**src/rtl/i2cm_pkg.sv**
```systemverilog
// Shared constants and state encoding for the command-queued I2C master.
package i2cm_pkg;
    localparam int CMD_W = 11;
    localparam logic [2:0] OP_TX    = 3'd0;
    localparam logic [2:0] OP_RX    = 3'd1;
    localparam logic [2:0] OP_STOP  = 3'd2;
    localparam logic [2:0] OP_START = 3'd4;

    typedef enum logic [3:0] {
        S_IDLE, S_WAIT, S_START, S_BLO, S_BHI, S_DISP,
        S_RSLO, S_RSHI, S_PLO, S_PHI, S_PEND
    } state_e;
endpackage

```
**src/rtl/i2cm_fifo.sv**
```systemverilog
// Synchronous FIFO with flush and a show-ahead head output.
// Assumes push is ignored when full and pop is ignored when empty.
module i2cm_fifo #(
    parameter int W     = 8,
    parameter int DEPTH = 4
) (
    input  logic         clk,
    input  logic         rst_n,
    input  logic         flush,
    input  logic         push,
    input  logic [W-1:0] din,
    input  logic         pop,
    output logic [W-1:0] dout,
    output logic         empty,
    output logic         full
);
    localparam int AW = (DEPTH > 1) ? $clog2(DEPTH) : 1;
    localparam int CW = $clog2(DEPTH + 1);

    logic [W-1:0]  mem [DEPTH];
    logic [AW-1:0] wp, rp;
    logic [CW-1:0] cnt;
    logic          wr, rd;

    assign empty = (cnt == '0);
    assign full  = (cnt == CW'(DEPTH));
    assign wr    = push && !full;
    assign rd    = pop && !empty;
    assign dout  = mem[rp];

    // Storage write; contents need no reset.
    always_ff @(posedge clk) begin
        if (wr) mem[wp] <= din;
    end

    // Pointer and occupancy tracking.
    always_ff @(posedge clk) begin
        if (!rst_n || flush) begin
            wp  <= '0;
            rp  <= '0;
            cnt <= '0;
        end else begin
            if (wr) wp <= (wp == AW'(DEPTH - 1)) ? '0 : wp + 1'b1;
            if (rd) rp <= (rp == AW'(DEPTH - 1)) ? '0 : rp + 1'b1;
            cnt <= cnt + CW'(wr) - CW'(rd);
        end
    end
endmodule

```
**src/rtl/i2cm_phase_timer.sv**
```systemverilog
// Phase timer: pulses done once every (cnt+1)*(pre+1) clocks, then wraps.
// Assumes restart holds it at zero and stall freezes it (clock stretching).
module i2cm_phase_timer #(
    parameter int PRE_W = 4,
    parameter int CNT_W = 8
) (
    input  logic             clk,
    input  logic             rst_n,
    input  logic             restart,
    input  logic             stall,
    input  logic [PRE_W-1:0] pre,
    input  logic [CNT_W-1:0] cnt,
    output logic             done
);
    logic [PRE_W-1:0] pc;
    logic [CNT_W-1:0] qc;

    assign done = !restart && !stall && (pc == pre) && (qc == cnt);

    // Prescaler and phase counters.
    always_ff @(posedge clk) begin
        if (!rst_n || restart) begin
            pc <= '0;
            qc <= '0;
        end else if (!stall) begin
            if (pc == pre) begin
                pc <= '0;
                qc <= (qc == cnt) ? '0 : qc + 1'b1;
            end else begin
                pc <= pc + 1'b1;
            end
        end
    end
endmodule

```
**src/rtl/i2c_cmd_master.sv**
```systemverilog
// Command-queued I2C master. It pops {opcode, byte} words and drives
// open-drain SCL/SDA enables. Assumes scl_in/sda_in are already
// synchronised and that bus_idle comes from an external bus monitor.
module i2c_cmd_master
    import i2cm_pkg::*;
#(
    parameter int CMD_DEPTH = 4,
    parameter int RX_DEPTH  = 4,
    parameter int PRE_W     = 4,
    parameter int CNT_W     = 8
) (
    input  logic             clk,
    input  logic             rst_n,
    input  logic             enable,
    input  logic             autostop_en,
    input  logic             mreq_en,
    input  logic             mreq,
    input  logic             bus_idle,
    input  logic [PRE_W-1:0] prescale,
    input  logic [CNT_W-1:0] clk_lo,
    input  logic [CNT_W-1:0] clk_hi,
    input  logic             cmd_valid,
    input  logic [CMD_W-1:0] cmd_data,
    output logic             cmd_ready,
    output logic             rx_valid,
    output logic [7:0]       rx_data,
    input  logic             rx_pop,
    output logic             scl_oe,
    output logic             sda_oe,
    input  logic             scl_in,
    input  logic             sda_in,
    input  logic             flag_clr,
    output logic             nack_flag,
    output logic             arb_flag,
    output logic             cmd_err_flag,
    output logic             stop_flag,
    output logic             busy
);
    state_e st, st_n;
    logic [7:0] sh, sh_n;
    logic [3:0] idx, idx_n;
    logic is_rx, isrx_n, ack_r, ack_n;
    logic cmd_pop, cmd_flush, cmd_empty, cmd_full, rx_push, rx_empty, rx_full;
    logic set_nack, set_arb, set_err, set_stop;
    logic [CMD_W-1:0] head;
    logic [2:0] hop;
    logic [7:0] hdata;
    logic tmr_done, tmr_restart, tmr_stall, start_ok, drv_bit, in_bit;
    logic [CNT_W-1:0] phase_cnt;

    assign hop   = head[10:8];
    assign hdata = head[7:0];

    i2cm_fifo #(.W(CMD_W), .DEPTH(CMD_DEPTH)) u_cmdq (
        .clk(clk), .rst_n(rst_n), .flush(cmd_flush), .push(cmd_valid),
        .din(cmd_data), .pop(cmd_pop), .dout(head), .empty(cmd_empty), .full(cmd_full)
    );

    i2cm_fifo #(.W(8), .DEPTH(RX_DEPTH)) u_rxq (
        .clk(clk), .rst_n(rst_n), .flush(1'b0), .push(rx_push),
        .din({sh[6:0], sda_in}), .pop(rx_pop), .dout(rx_data), .empty(rx_empty), .full(rx_full)
    );

    i2cm_phase_timer #(.PRE_W(PRE_W), .CNT_W(CNT_W)) u_tmr (
        .clk(clk), .rst_n(rst_n), .restart(tmr_restart), .stall(tmr_stall),
        .pre(prescale), .cnt(phase_cnt), .done(tmr_done)
    );

    assign cmd_ready = !cmd_full;
    assign rx_valid  = !rx_empty;
    assign busy      = (st != S_IDLE);
    assign in_bit    = (st == S_BLO) || (st == S_BHI);
    assign start_ok  = enable && bus_idle && !cmd_empty && (!mreq_en || mreq);
    assign drv_bit   = (idx == 4'd8) ? (is_rx && ack_r) : (!is_rx && !sh[7]);

    // Line drive decoded from the phase state.
    always_comb begin
        scl_oe = (st == S_BLO) || (st == S_DISP) || (st == S_RSLO) || (st == S_PLO);
        case (st)
            S_START, S_PLO, S_PHI: sda_oe = 1'b1;
            S_BLO, S_BHI:          sda_oe = drv_bit;
            default:               sda_oe = 1'b0;
        endcase
    end

    // Timer control: phase length, stretch hold and restart.
    always_comb begin
        phase_cnt   = ((st == S_WAIT) || (st == S_BLO) || (st == S_RSLO) || (st == S_PLO)) ? clk_lo : clk_hi;
        tmr_stall   = !scl_in && ((st == S_START) || (st == S_BHI) || (st == S_RSHI) ||
                                  (st == S_PHI) || (st == S_PEND));
        tmr_restart = (st == S_IDLE) || (st == S_DISP);
    end

    // Next-state, command dispatch and bit-level sequencing.
    always_comb begin
        st_n = st; sh_n = sh; idx_n = idx; isrx_n = is_rx; ack_n = ack_r;
        cmd_pop = 1'b0; cmd_flush = 1'b0; rx_push = 1'b0;
        set_nack = 1'b0; set_arb = 1'b0; set_err = 1'b0; set_stop = 1'b0;
        case (st)
            S_IDLE: if (start_ok) begin
                cmd_pop = 1'b1;
                if (hop == OP_START) begin
                    sh_n = hdata; isrx_n = 1'b0; st_n = S_WAIT;
                end else begin
                    set_err = 1'b1;
                end
            end
            S_WAIT:  if (tmr_done) st_n = S_START;
            S_START: if (tmr_done) begin idx_n = '0; st_n = S_BLO; end
            S_BLO:   if (tmr_done) st_n = S_BHI;
            S_BHI: if (tmr_done) begin
                if (idx == 4'd8) begin
                    if (!is_rx && sda_in) begin
                        set_nack = 1'b1; cmd_flush = 1'b1; st_n = S_PLO;
                    end else begin
                        st_n = S_DISP;
                    end
                end else if (!is_rx && sh[7] && !sda_in) begin
                    set_arb = 1'b1; cmd_flush = 1'b1; st_n = S_IDLE;
                end else begin
                    sh_n = {sh[6:0], sda_in}; idx_n = idx + 4'd1; st_n = S_BLO;
                    if (idx == 4'd7 && is_rx) begin
                        rx_push = 1'b1;
                        ack_n   = !cmd_empty && (hop == OP_RX);
                    end
                end
            end
            S_DISP: begin
                if (cmd_empty) begin
                    if (autostop_en || !enable) st_n = S_PLO;
                end else begin
                    case (hop)
                        OP_TX:    begin cmd_pop = 1'b1; sh_n = hdata; isrx_n = 1'b0; idx_n = '0; st_n = S_BLO; end
                        OP_RX:    if (!rx_full) begin cmd_pop = 1'b1; isrx_n = 1'b1; idx_n = '0; st_n = S_BLO; end
                        OP_START: begin cmd_pop = 1'b1; sh_n = hdata; isrx_n = 1'b0; st_n = S_RSLO; end
                        OP_STOP:  begin cmd_pop = 1'b1; st_n = S_PLO; end
                        default:  begin cmd_pop = 1'b1; set_err = 1'b1; end
                    endcase
                end
            end
            S_RSLO: if (tmr_done) st_n = S_RSHI;
            S_RSHI: if (tmr_done) st_n = S_START;
            S_PLO:  if (tmr_done) st_n = S_PHI;
            S_PHI:  if (tmr_done) st_n = S_PEND;
            S_PEND: if (tmr_done) begin set_stop = 1'b1; st_n = S_IDLE; end
            default: st_n = S_IDLE;
        endcase
    end

    // Engine registers.
    always_ff @(posedge clk) begin
        if (!rst_n) begin
            st <= S_IDLE; sh <= '0; idx <= '0; is_rx <= 1'b0; ack_r <= 1'b0;
        end else begin
            st <= st_n; sh <= sh_n; idx <= idx_n; is_rx <= isrx_n; ack_r <= ack_n;
        end
    end

    // Sticky flags: set wins over clear.
    always_ff @(posedge clk) begin
        if (!rst_n) begin
            nack_flag <= 1'b0; arb_flag <= 1'b0; cmd_err_flag <= 1'b0; stop_flag <= 1'b0;
        end else begin
            nack_flag    <= (nack_flag    && !flag_clr) || set_nack;
            arb_flag     <= (arb_flag     && !flag_clr) || set_arb;
            cmd_err_flag <= (cmd_err_flag && !flag_clr) || set_err;
            stop_flag    <= (stop_flag    && !flag_clr) || set_stop;
        end
    end
endmodule

```
**config.mk**
```make
export PLATFORM = sky130hd
export DESIGN_NAME = i2c_cmd_master
export DESIGN_NICKNAME = d
export VERILOG_FILES = /design/src/rtl/i2cm_pkg.sv /design/src/rtl/i2cm_fifo.sv /design/src/rtl/i2cm_phase_timer.sv /design/src/rtl/i2c_cmd_master.sv
export SDC_FILE = /design/constraint.sdc
export NUM_CORES = 1
export LEC_CHECK = 0
export ABC_CLOCK_PERIOD_IN_PS = 4100
export CAP_MARGIN = 25
export CORE_ASPECT_RATIO = 0.75
export CORE_UTILIZATION = 36
export CTS_CLUSTER_SIZE = 24
export DETAILED_ROUTE_END_ITERATION = 6
export GPL_TIMING_DRIVEN = 0
export PLACE_DENSITY = 0.55
export SETUP_SLACK_MARGIN = 0.02
export SLEW_MARGIN = 0
export SYNTH_ARGS = -nofsm -noshare
export SYNTH_HDL_FRONTEND = slang
export SYNTH_SLANG_ARGS = --single-unit
```
**constraint.sdc**
```tcl
create_clock -name clk -period 4.1 [get_ports clk]
set_input_delay 1.025 -clock clk [delete_from_list [all_inputs] [get_ports clk]]
set_output_delay 1.025 -clock clk [all_outputs]
set_load 0.1 [all_outputs]
```
Word level (Yosys, flattened, before mapping)
Memory sizes are Yosys's and may differ from the RTL's. A register that Yosys moved wholly into a read port is not among the register bits. Cells that the tools add are included. Widths: inputs -> output; s select.

Memories kept: 2. Bits of input ports: 43. Register bits: 48. Memory bits (writable): 76. Output and inout port bits: 17. Logic and storage cells: 234.

Memory list: u_cmdq.mem (words 4, bits a word 11, read ports 1, clocked after memory_dff 1, wr ports 1, RTL line i2cm_fifo.sv:20) `logic [W-1:0] mem [DEPTH];`; u_rxq.mem (words 4, bits a word 8, read ports 1, clocked after memory_dff 1, wr ports 1, RTL line i2cm_fifo.sv:20).

Bitwise gates (word level): 3. Add/subtract/negate cells: 11. Mux-type cells: 84. Equal/unequal tests: 43. Reductions and logical operators: 74.

Operator list (count): $mux 4 (21); $mux 8 (9); $pmux 4 s10 (1); $mux 1 (35); $ne 2x2->1 const B (12); $pmux 8 s3 (1); $logic_and 1x1->1 (22); $eq 4x3->1 const B (5); $logic_or 1x1->1 (19); $mux 2 (9); $eq 4x4->1 const B (4); $pmux 4 s4 (1); $reduce_and 8->1 (2); $logic_not 1->1 (14); $reduce_and 13->1 (1); $pmux 4 s3 (1); $pmux 1 s2 (5); $eq 3x3->1 const B (3); $logic_not 3->1 (3); $add 2x1->2 const B (4); $add 4x1->4 const B (2); $add 8x1->8 const B (1); $eq 2x2->1 const B (4); $eq 4x2->1 const B (2); other kinds (25) (34).

Depth between registers and ports, before layout
Gate-level depths: netlist of the first run.

Depth in word-level cells: 15. Mapped depth: 15. Gate-level depth less buffers: 12.

Modules after synthesis
From an unflattened synthesis of the first run, not the netlist that was laid out.

Cell total of the unflattened synthesis: 537. Area, all modules: 6353.6 um2.

By module, submodules not included: i2cm_fifo (u_cmdq) (cells each 109, area an instance 2067.0 um2, sequential area each 1501.4 um2, instances 1); i2c_cmd_master (cells each 237, area an instance 1793.0 um2, sequential area each 440.4 um2, instances 1); i2cm_fifo (u_rxq) (cells each 94, area an instance 1636.6 um2, sequential area each 1141.1 um2, instances 1); i2cm_phase_timer (cells each 97, area an instance 857.1 um2, sequential area each 240.2 um2, instances 1).

Least setup slack after synthesis of the first run
OpenSTA, ideal clock, no wires.

Kind: reg-to-output. Start point: register st[0]. End point: output scl_oe. Buffers on the path: 3. Arrival time: 3.547 ns. Setup slack: -0.472 ns. Stages on the path, launching flop included: 7. Cells stage by stage: dfxtp_1 buf_2 buf_1 clkbuf_1 nand2_1 o21a_1 o21ai_0.

Longest elaborated chain between the ends: 4.

Ends and longest elaborated chain: start, declared (RTL line i2c_cmd_master.sv:39) `state_e st, st_n;`; start signal, assigned (RTL line i2c_cmd_master.sv:155) `st <= st_n; sh <= sh_n; idx <= idx_n; is_rx <= isrx_n; ack_r <= ack_n;`; $eq 4x2->1 or $eq 4x3->1 (tied branches) (RTL line i2c_cmd_master.sv:78) `scl_oe = (st == S_BLO) || (st == S_DISP) || (st == S_RSLO) || (st == S_PLO);`; $logic_or 1x1->1 (2 in series) (RTL line i2c_cmd_master.sv:78); $logic_or 1x1->1 (*) (RTL line i2c_cmd_master.sv:78); end, declared (RTL line i2c_cmd_master.sv:28) `output logic scl_oe,`.

Mark *: on every way between the ends. The rest lies on a longest branch, timed or not.

==> results of run 1 <==
==> cell families after synthesis <==
kind of cell / Yosys count
DFF: 128
xor gates and xnor gates: 25
muxes: 27
adders and majority gates: 21
buffers and inverters: 60
and+or+nand+nor: 199
AOI/OAI and AO/OA: 104
==> critical path: stages (launching register included) <==
cell,delay [ns]
dfxtp_1,0.30
clkbuf_1,0.54
mux4_2,0.62
clkdlybuf4s50_1,0.99
==> worst max-delay path by stage <==
stage | slack [ns] | endpoint | start | depth (start not counted)
finish | 0.22 | rx_data[2] | flip-flop | 3
global placement | -0.41 | u_rxq.cnt[1] | clk_lo[4] | 12
floorplan | 0.28 | scl_oe | st[0] | 6
global route | 0.02 | u_rxq.cnt[1] | clk_hi[3] | 12
detailed placement | -0.46 | u_rxq.cnt[1] | clk_lo[4] | 12
CTS | 0.07 | u_rxq.cnt[1] | clk_lo[4] | 12
==> through the flow <==
| step | utilization [%] | std cells |
|---|---|---|
| after detailed placement | 42.4 | 858 |
| after global routing | 46.0 | 890 |
| after floorplan | - | 564 |
| after CTS | 46.0 | 890 |
| after global placement | 42.4 | 858 |
| final | 46.0 | 890 |
==> power groups by stage <==
stage	clock (mW)	combinational, mW	sequential [mW]
after detailed placement	0	1.27	1.63
after floorplan	0	0.962	1.61
after global routing	1.64	1.39	1.63
after global placement	0	1.26	1.62
after CTS	1.58	1.28	1.61
final	1.56	1.28	1.61
==> layout by cell type (no fill, tap or decap), types with 4 or more instances in the layout <==
| cell type | Yosys | layout |
|---|---|---|
| xnor2_1 | 14 | 14 |
| clkdlybuf4s50_1 | 0 | 55 |
| ha_1 | 18 | 18 |
| nor3_1 | 14 | 14 |
| a21oi_1 | 33 | 32 |
| and2_1 | 8 | 8 |
| or4_1 | 6 | 6 |
| nor4_1 | 4 | 4 |
| nand2b_1 | 10 | 10 |
| clkbuf_1 | 19 | 18 |
| buf_1 | 5 | 5 |
| and3_1 | 12 | 12 |
| nor2_1 | 57 | 57 |
| or3_1 | 4 | 4 |
| buf_2 | 5 | 6 |
| nand2_1 | 30 | 30 |
| nand3_1 | 22 | 22 |
| a22oi_1 | 4 | 4 |
| or2_2 | 4 | 4 |
| nand4_1 | 7 | 7 |
| edfxtp_1 | 76 | 76 |
| xor2_1 | 11 | 11 |
| a31oi_1 | 11 | 11 |
| inv_1 | 29 | 29 |
| a211oi_1 | 4 | 4 |
| nor2b_1 | 7 | 7 |
| clkbuf_16 | 0 | 17 |
| a32o_1 | 4 | 4 |
| o21ai_0 | 12 | 10 |
| dfxtp_1 | 52 | 52 |
| mux2i_1 | 7 | 7 |
| mux4_2 | 19 | 19 |
==> metal layers <==
metal	vias up	global-route usage (%)	wire, µm
li1	2259	-	-
met1	2264	25.5	7520
met2	117	25.5	6350
met3	11	3.53	723
met4	0	4.71	120
met5	-	0	0
==> layout make-up <==
class	count	area share, %
plain buffers	30	1.68
well taps	236	3.77
clock inverters	14	2.30
flip-flops and latches	128	42.4
inverters	30	1.44
clock buffers	18	5.48
repair buffers	58	7.28
multi-input cells	376	35.6
==> repair_timing <==
item	in CTS	in global routing
pin swaps	0	0
setup endpoints to repair	5	37
endpoints found under the hold margin	0	0
resized for setup	6	12
cloned	0	0
==> flip-flops by register name, summed over array words and instances (netlist names), 2 cells and up, named ones only <==
signal,count
idx,4
sh,8
st,4
u_cmdq.cnt,3
u_cmdq.mem,44
u_cmdq.rp,2
u_cmdq.wp,2
u_rxq.cnt,3
u_rxq.mem,32
u_rxq.rp,2
u_rxq.wp,2
u_tmr.pc,4
u_tmr.qc,8
==> impl_results.html, run 1 <==
<table>
<tr><th>Metric</th><th>Value</th></tr>
<tr><th colspan="2">Status</th></tr>
<tr><td>Outcome</td><td>finished clean</td></tr>
<tr><th colspan="2">Power</th></tr>
<tr><td>Overall power consumption</td><td>approximately 4.4 mW</td></tr>
<tr><td>Switching Share</td><td>34.1%</td></tr>
<tr><td>Clock network fraction of design power</td><td>35.0%</td></tr>
<tr><td>Static leakage power</td><td>2.74 nW</td></tr>
<tr><td>Power per Cell Area</td><td>567 nW/µm²</td></tr>
<tr><td>Gate power share</td><td>between 20 and 30%</td></tr>
<tr><td>IR Drop Worst-Case VDD</td><td>about 0.00031 V</td></tr>
<tr><td>Net switching power</td><td>around 1.5 mW</td></tr>
<tr><td>Share of power burned in registers</td><td>between 30% and 40%</td></tr>
<tr><td>Total internal power</td><td>a little under 3 mW</td></tr>
<tr><th colspan="2">Clocking</th></tr>
<tr><td>Total number of clock tree sinks</td><td>approximately 130</td></tr>
<tr><td>Setup repair bufs after CTS</td><td>0</td></tr>
<tr><td>Clock transition at the registers of the reported paths</td><td>0.06 ns</td></tr>
<tr><td>Count of hold buffers inserted by post-cts repair</td><td>0</td></tr>
<tr><td>Buffer depth of the longest clock path</td><td>2</td></tr>
<tr><td>CTS buffer count</td><td>17</td></tr>
<tr><td>TritonCTS clock tree</td><td>built</td></tr>
<tr><td>H-tree levels</td><td>4</td></tr>
<tr><td>Clock tree root driver cell</td><td>clkbuf_16</td></tr>
<tr><td>Clock Latency Late Sink</td><td>0.41 ns</td></tr>
<tr><th colspan="2">Timing</th></tr>
<tr><td>Setup repair after global routing missed its margin</td><td>false</td></tr>
<tr><td>Final Skew</td><td>~0.011 ns</td></tr>
<tr><td>Total negative slack for setup checks</td><td>0 ns</td></tr>
<tr><td>Final Critical Period</td><td>approximately 3.9 ns</td></tr>
<tr><td>Worst-margin pin slew</td><td>just under 1 ns</td></tr>
<tr><td>Final period utilization</td><td>approximately 95%</td></tr>
<tr><td>Peak Freq</td><td>258 MHz</td></tr>
<tr><td>Number of setup violations in the final report</td><td>0</td></tr>
<tr><td>Hold violation count in the final report</td><td>0</td></tr>
<tr><td>Final WS setup</td><td>0.217 ns</td></tr>
<tr><td>Final worst hold slack</td><td>a little under 0.5 ns</td></tr>
<tr><td>Final number of max-transition violations</td><td>0</td></tr>
<tr><td>Worst slew slack as a fraction of its limit</td><td>34.0%</td></tr>
<tr><th colspan="2">Logic synthesis</th></tr>
<tr><td>Warning count from the yosys run</td><td>0</td></tr>
<tr><td>Share of synthesized registers carrying an async set or reset</td><td>0%</td></tr>
<tr><td>Synthesized-area fraction occupied by xor and xnor cells</td><td>under 10%</td></tr>
<tr><td>Fraction of post-synthesis cell area in the top cell type by area</td><td>36.0%</td></tr>
<tr><td>Compound-cell area share of the yosys netlist</td><td>11.7%</td></tr>
<tr><td>#FFs+latches synth</td><td>approximately 130</td></tr>
<tr><td>Synth cell count leaders</td><td>76 x edfxtp_1, 57 x nor2_1, 52 x dfxtp_1</td></tr>
<tr><td>Portion of the post-synthesis area used by sequential elements</td><td>52.4%</td></tr>
<tr><td>Top cells by area in the synthesized netlist</td><td>edfxtp_1 36%, dfxtp_1 16%, mux4_2 6.7%</td></tr>
<tr><td>Top FF cell, synth</td><td>edfxtp_1</td></tr>
<tr><td>Number of nets in the synthesized netlist</td><td>approximately 630</td></tr>
<tr><td>Proportion of synthesized area in mux cells</td><td>8.03%</td></tr>
<tr><td>Cell count after synthesis</td><td>564</td></tr>
<tr><td>Main combinational cell family by area after synthesis</td><td>simple AND/OR/NAND/NOR gates</td></tr>
<tr><td>Leading area contributor after synthesis</td><td>edfxtp_1</td></tr>
<tr><td>Post-synthesis simple-gate area fraction</td><td>roughly 16%</td></tr>
<tr><td>Adder-cell share of the synthesized area</td><td>4.34%</td></tr>
<tr><td>Number of distinct library cell variants in the gate-level netlist after synthesis</td><td>approximately 70</td></tr>
<tr><td>Number of synthesized flops with an enable pin</td><td>76</td></tr>
<tr><td>Top-count cell post-synth</td><td>edfxtp_1</td></tr>
<tr><td>Mapped cell area</td><td>6340 µm²</td></tr>
<tr><td>Mapped Avg Cell Area</td><td>11.2 µm²</td></tr>
<tr><th colspan="2">Floorplanning</th></tr>
<tr><td>Die width</td><td>155 µm</td></tr>
<tr><td>Initial core utilization</td><td>37.2%</td></tr>
<tr><td>Row count</td><td>41</td></tr>
<tr><td>Top Ports</td><td>60</td></tr>
<tr><td>Core area</td><td>17,000 µm²</td></tr>
<tr><td>Total Die Area</td><td>18,200 µm²</td></tr>
<tr><td>Height of the chip</td><td>between 100 and 150 µm</td></tr>
<tr><th colspan="2">Placed design</th></tr>
<tr><td>PortBufs</td><td>58</td></tr>
<tr><td>GPL Wtd Cong</td><td>0.862</td></tr>
<tr><td>Minimum setup slack after placement</td><td>-0.458 ns</td></tr>
<tr><td>Detailed placer's ending HPWL</td><td>10.6 mm</td></tr>
<tr><td>Post-place instance area</td><td>7220 µm²</td></tr>
<tr><th colspan="2">Global routing</th></tr>
<tr><td>Gr ovfl total</td><td>0</td></tr>
<tr><td>Initial antenna violation count</td><td>0</td></tr>
<tr><td>Maximum number of pins on one net before global-route repair</td><td>17</td></tr>
<tr><td>Number of global-route vias before repair</td><td>4,376</td></tr>
<tr><td>First-pass GRT wire length</td><td>23.7 mm</td></tr>
<tr><td>GR Util All Layers</td><td>17.2%</td></tr>
<tr><th colspan="2">Setup path</th></tr>
<tr><td>Worst path arrival time</td><td>around 2.9 ns</td></tr>
<tr><td>Crit path max fanout</td><td>8</td></tr>
<tr><td>Reg-to-reg critical path endpoint</td><td>u_rxq.cnt[1]</td></tr>
<tr><td>Endpoint type of the worst setup path</td><td>primary output</td></tr>
<tr><td>Number of cells on the worst reg-to-reg path</td><td>13</td></tr>
<tr><td>CP Data Required Time</td><td>3.07 ns</td></tr>
<tr><td>Reg-to-reg setup timing slack</td><td>roughly 0.33 ns</td></tr>
<tr><td>Startpoint of the most critical register-to-register path</td><td>st[0]</td></tr>
<tr><td>CP Class</td><td>flip-flop to primary output</td></tr>
<tr><td>Startpoint type of the worst setup path</td><td>flip-flop</td></tr>
<tr><th colspan="2">Finish</th></tr>
<tr><td># nets final</td><td>704</td></tr>
<tr><td>Final design area excluding fillers</td><td>7830 µm²</td></tr>
<tr><td>Proportion of layout cells with a drive suffix above 1</td><td>11.3%</td></tr>
<tr><td>Seq. cell area</td><td>3320 µm²</td></tr>
<tr><td>Area growth from synthesis to layout</td><td>23.5%</td></tr>
<tr><td>Antenna diode count</td><td>0</td></tr>
<tr><td>Combined area of the multi-input logic cells</td><td>2790 µm²</td></tr>
<tr><td>Fill cell total of the finished layout</td><td>1,583</td></tr>
<tr><th colspan="2">Detailed routing</th></tr>
<tr><td>Number of DRC violations after detailed routing</td><td>0</td></tr>
<tr><td>Number of vias after detailed routing</td><td>4,651</td></tr>
<tr><td>Vias per std cell</td><td>5.23</td></tr>
<tr><td>DRT Pass-1 Iters</td><td>5</td></tr>
<tr><td>Total wirelength of the detailed-routed design</td><td>14.7 mm</td></tr>
<tr><td>Post-detailed-route count of antenna-violating nets</td><td>0</td></tr>
<tr><td>Routed length per placed instance</td><td>~17 µm</td></tr>
<tr><td>Number of design-rule violations left by the first detailed-router iteration</td><td>roughly 370</td></tr>
<tr><th colspan="2">Worst hold path</th></tr>
<tr><td>Worst min path class</td><td>flip-flop to flip-flop</td></tr>
<tr><td>Min-Delay Path Depth</td><td>2</td></tr>
<tr><td>Startpoint of the worst hold path</td><td>u_rxq.rp[1]</td></tr>
<tr><td>WHS Endpoint</td><td>u_rxq.rp[1]</td></tr>
<tr><th colspan="2">Run</th></tr>
<tr><td>Max-cap violations</td><td>0</td></tr>
</table>
No activity file was read; power rests on OpenSTA's default activity.
==> run 2: changes to the inputs <==
Settings changed: SLEW_MARGIN 0 to 15, TNS_END_PERCENT set to 10.
==> run 2 against run 1 <==
  * First-iteration DRC count grew 12%
  * Count of clock-buffer cells in the layout fell by 1
  * Via count grew 0.56%
  * Sequential power hardly changed
  * Core utilization fell by 0.10 points
  * Worst hold slack gained 0.0055 ns
  * Sequential cell count unchanged
  * Fmax fell by 2.0%
  * Non-clock buffer count is the same
  * Largest cell class unchanged
  * Largest power group unchanged
==> impl_results.html, run 2 (synthesis results as in run 1) <==
<table>
<tr><th>Metric</th><th>Value</th></tr>
<tr><th colspan="2">Status</th></tr>
<tr><td>Outcome</td><td>finished clean</td></tr>
<tr><th colspan="2">Setup path</th></tr>
<tr><td>CP Data Required Time</td><td>3.07 ns (about the same)</td></tr>
<tr><td>Worst setup path startpoint</td><td>st[1]</td></tr>
<tr><td>Worst path arrival time</td><td>2.94 ns (+0.08 ns)</td></tr>
<tr><td>Critical path destination</td><td>sda_oe</td></tr>
<tr><td>Reg-to-reg critical path endpoint</td><td>u_rxq.cnt[1]</td></tr>
<tr><td>Endpoint type of the worst setup path</td><td>primary output</td></tr>
<tr><td>Crit path max fanout</td><td>10 (+2)</td></tr>
<tr><td>Number of cells on the worst reg-to-reg path</td><td>13 (unchanged)</td></tr>
<tr><td>Startpoint of the most critical register-to-register path</td><td>st[0]</td></tr>
<tr><td>Reg-to-reg setup timing slack</td><td>0.38 ns (+0.05 ns)</td></tr>
<tr><td>CP Class</td><td>flip-flop to primary output</td></tr>
<tr><td>Startpoint type of the worst setup path</td><td>flip-flop</td></tr>
<tr><th colspan="2">Finish</th></tr>
<tr><td>Antenna diode count</td><td>0 (unchanged)</td></tr>
<tr><td>Area growth from synthesis to layout</td><td>23.3%</td></tr>
<tr><td>Top flop regs</td><td>u_cmdq.mem (44), u_rxq.mem (32)</td></tr>
<tr><td>Fill cell total of the finished layout</td><td>1,602 (+1.2%)</td></tr>
<tr><td># nets final</td><td>704 (unchanged)</td></tr>
<tr><td>Most flop-heavy register</td><td>u_cmdq.mem</td></tr>
<tr><td>Flip-flop count of the largest register, all copies and words added</td><td>44 (unchanged)</td></tr>
<tr><td>Commonest cells after routing, fill and taps aside</td><td>76 x edfxtp_1, 57 x nor2_1, 55 x clkdlybuf4s50_1</td></tr>
<tr><td>Proportion of layout cells with a drive suffix above 1</td><td>11.5% (+0.15 points)</td></tr>
<tr><td>Most common cell after layout, fill and taps aside</td><td>edfxtp_1</td></tr>
<tr><th colspan="2">Detailed routing</th></tr>
<tr><td>Vias per std cell</td><td>5.26 (+0.56%)</td></tr>
<tr><td>Post-detailed-route count of antenna-violating nets</td><td>0 (unchanged)</td></tr>
<tr><td>Number of vias after detailed routing</td><td>4,677 (+0.56%)</td></tr>
<tr><td>Number of DRC violations after detailed routing</td><td>0 (unchanged)</td></tr>
<tr><td>Number of design-rule violations left by the first detailed-router iteration</td><td>410 (+12%)</td></tr>
<tr><td>Total wirelength of the detailed-routed design</td><td>14.9 mm (+1.2%)</td></tr>
<tr><td>DRT Pass-1 Iters</td><td>5 (unchanged)</td></tr>
<tr><td>Routed length per placed instance</td><td>16.7 µm (+1.2%)</td></tr>
<tr><th colspan="2">Global routing</th></tr>
<tr><td>Number of global-route vias before repair</td><td>4,502 (+2.9%)</td></tr>
<tr><td>GR Util All Layers</td><td>17.3% (+0.12 points)</td></tr>
<tr><td>Initial antenna violation count</td><td>0 (unchanged)</td></tr>
<tr><td>First-pass GRT wire length</td><td>23.7 mm (-0.21%)</td></tr>
<tr><td>Gr ovfl total</td><td>0 (unchanged)</td></tr>
<tr><td>Maximum number of pins on one net before global-route repair</td><td>17 (unchanged)</td></tr>
<tr><th colspan="2">Clocking</th></tr>
<tr><td>Setup repair bufs after CTS</td><td>0 (unchanged)</td></tr>
<tr><td>Buffer depth of the longest clock path</td><td>2 (unchanged)</td></tr>
<tr><td>H-tree levels</td><td>4 (unchanged)</td></tr>
<tr><td>CTS buffer count</td><td>17 (unchanged)</td></tr>
<tr><td>Total number of clock tree sinks</td><td>128 (unchanged)</td></tr>
<tr><td>Clock transition at the registers of the reported paths</td><td>0.06 ns (about the same)</td></tr>
<tr><td>TritonCTS clock tree</td><td>built</td></tr>
<tr><td>Clock tree root driver cell</td><td>clkbuf_16</td></tr>
<tr><td>Clock Latency Late Sink</td><td>0.42 ns (about the same)</td></tr>
<tr><td>Count of hold buffers inserted by post-cts repair</td><td>0 (unchanged)</td></tr>
<tr><th colspan="2">Floorplanning</th></tr>
<tr><td>Die width</td><td>155 µm (unchanged)</td></tr>
<tr><td>Height of the chip</td><td>117 µm (unchanged)</td></tr>
<tr><td>Total Die Area</td><td>18,200 µm² (unchanged)</td></tr>
<tr><td>Core area</td><td>17,000 µm² (unchanged)</td></tr>
<tr><td>Top Ports</td><td>60 (unchanged)</td></tr>
<tr><td>Row count</td><td>41 (unchanged)</td></tr>
<tr><td>Initial core utilization</td><td>37.2% (unchanged)</td></tr>
<tr><th colspan="2">Power</th></tr>
<tr><td>Power per Cell Area</td><td>560 nW/µm² (-1.2%)</td></tr>
<tr><td>Total internal power</td><td>2.86 mW (-2.3%)</td></tr>
<tr><td>Switching Share</td><td>34.8% (+0.64 points)</td></tr>
<tr><td>Static leakage power</td><td>2.72 nW (-0.67%)</td></tr>
<tr><td>Gate power share</td><td>29.3% (+0.6 points)</td></tr>
<tr><td>Net switching power</td><td>1.52 mW (+0.45%)</td></tr>
<tr><td>Clock network fraction of design power</td><td>34.0% (-1.0 points)</td></tr>
<tr><td>IR Drop Worst-Case VDD</td><td>0.000376 V (+21%)</td></tr>
<tr><td>Overall power consumption</td><td>4.38 mW (-1.4%)</td></tr>
<tr><td>Share of power burned in registers</td><td>36.7% (+0.5 points)</td></tr>
<tr><th colspan="2">Placed design</th></tr>
<tr><td>Minimum setup slack after placement</td><td>-0.425 ns (+0.0324 ns)</td></tr>
<tr><td>PortBufs</td><td>58 (unchanged)</td></tr>
<tr><td>GPL Wtd Cong</td><td>0.822 (-4.6%)</td></tr>
<tr><td>Detailed placer's ending HPWL</td><td>10.8 mm (+1.7%)</td></tr>
<tr><th colspan="2">Timing</th></tr>
<tr><td>Total negative slack for setup checks</td><td>0 ns (unchanged)</td></tr>
<tr><td>Final Skew</td><td>0.00931 ns (-0.00128 ns)</td></tr>
<tr><td>Final period utilization</td><td>96.6% (+1.9 points)</td></tr>
<tr><td>Worst-margin pin slew</td><td>0.990 ns (+0.00374 ns)</td></tr>
<tr><td>Worst slew slack as a fraction of its limit</td><td>33.8% (-0.25 points)</td></tr>
<tr><td>Number of setup violations in the final report</td><td>0 (unchanged)</td></tr>
<tr><td>Peak Freq</td><td>252 MHz (-2.0%)</td></tr>
<tr><td>Final WS setup</td><td>0.138 ns (-0.0798 ns)</td></tr>
<tr><td>Final Critical Period</td><td>3.96 ns (+0.0798 ns)</td></tr>
<tr><td>Final worst hold slack</td><td>0.496 ns (+0.00546 ns)</td></tr>
<tr><td>Hold violation count in the final report</td><td>0 (unchanged)</td></tr>
<tr><td>Setup repair after global routing missed its margin</td><td>true</td></tr>
<tr><td>Final number of max-transition violations</td><td>0 (unchanged)</td></tr>
<tr><th colspan="2">Worst hold path</th></tr>
<tr><td>Startpoint of the worst hold path</td><td>u_rxq.rp[1]</td></tr>
<tr><td>Worst min path class</td><td>flip-flop to flip-flop</td></tr>
<tr><th colspan="2">Run</th></tr>
<tr><td>Max-cap violations</td><td>0 (unchanged)</td></tr>
</table>
run 2: changes by cell type in the layout (fill, tap and decap cells not counted), moves of 2 or more:
cell and delta:
inv_8 -2, clkbuf_1 -2, clkinvlp_4 +4, inv_6 +2, clkinv_4 -2
run 2: final cells by class:
class | count | area, µm² | share of cell area (%)
Timing Repair Buffer | 58 | 578 | 7.40
Tap cell | 236 | 295 | 3.78
Clock inverter | 15 | 158 | 2.02
Sequential cell | 128 | 3320 | 42.5
Clock buffer | 17 | 425 | 5.44
Inverter | 30 | 113 | 1.44
Multi-Input combinational cell | 376 | 2790 | 35.7
Buffer | 30 | 133 | 1.70
run 2: how the worst min path moves through the flow:
stage                  end  cells past startpoint  slack (ns)
2_1_floorplan    flip-flop                      2        0.45
3_3_place_gp   u_rxq.rp[1]                      2        0.47
3_5_place_dp         ack_r                      2        0.49
4_1_cts              ack_r                      2        0.49
5_1_grt          stop_flag                      2        0.50
6_report         flip-flop                      2        0.50
run 2: layer usage:
metal,wire length (µm),global-route usage [%]
met5,0,0
met4,166,5.42
met3,848,3.72
met2,6600,27.0
met1,7280,24.4
run 2: critical path, stage by stage (launching register included):
cell and delay (ns):
dfxtp_1 0.32, buf_2 0.20, buf_1 0.36, clkbuf_1 0.40, a31oi_1 0.14, o21ai_0 0.24
dlygate4sd1_1 0.88
run 2: power groups by stage:
stage               Clock, mW  Combinational (mW)  Sequential (mW)
finish                   1.49                1.28             1.60
global route             1.57                1.39             1.62
CTS                      1.51                1.29             1.61
detailed placement          0                1.28             1.63
global placement            0                1.26             1.62
floorplan                   0               0.962             1.61
run 2: metrics by stage:
stage          std cells  cell area (µm²)  utilization, %
2_1_floorplan        564             6340               -
3_3_place_gp         858             7220            42.4
3_5_place_dp         858             7220            42.4
4_1_cts              890             7800            45.8
5_1_grt              890             7820            45.9
6_report             890             7820            45.9
run 2: what timing repair did:
action                     4_1_cts  5_1_grt
pin swaps                        0        0
resized for setup                6       12
setup endpoints to repair        5        4
==> run 3: changes to the inputs <==
Settings changed: CTS_CLUSTER_DIAMETER set to 100.
==> results of run 3 <==
The final DEF is identical to that of run 2; final timing and power are the same.
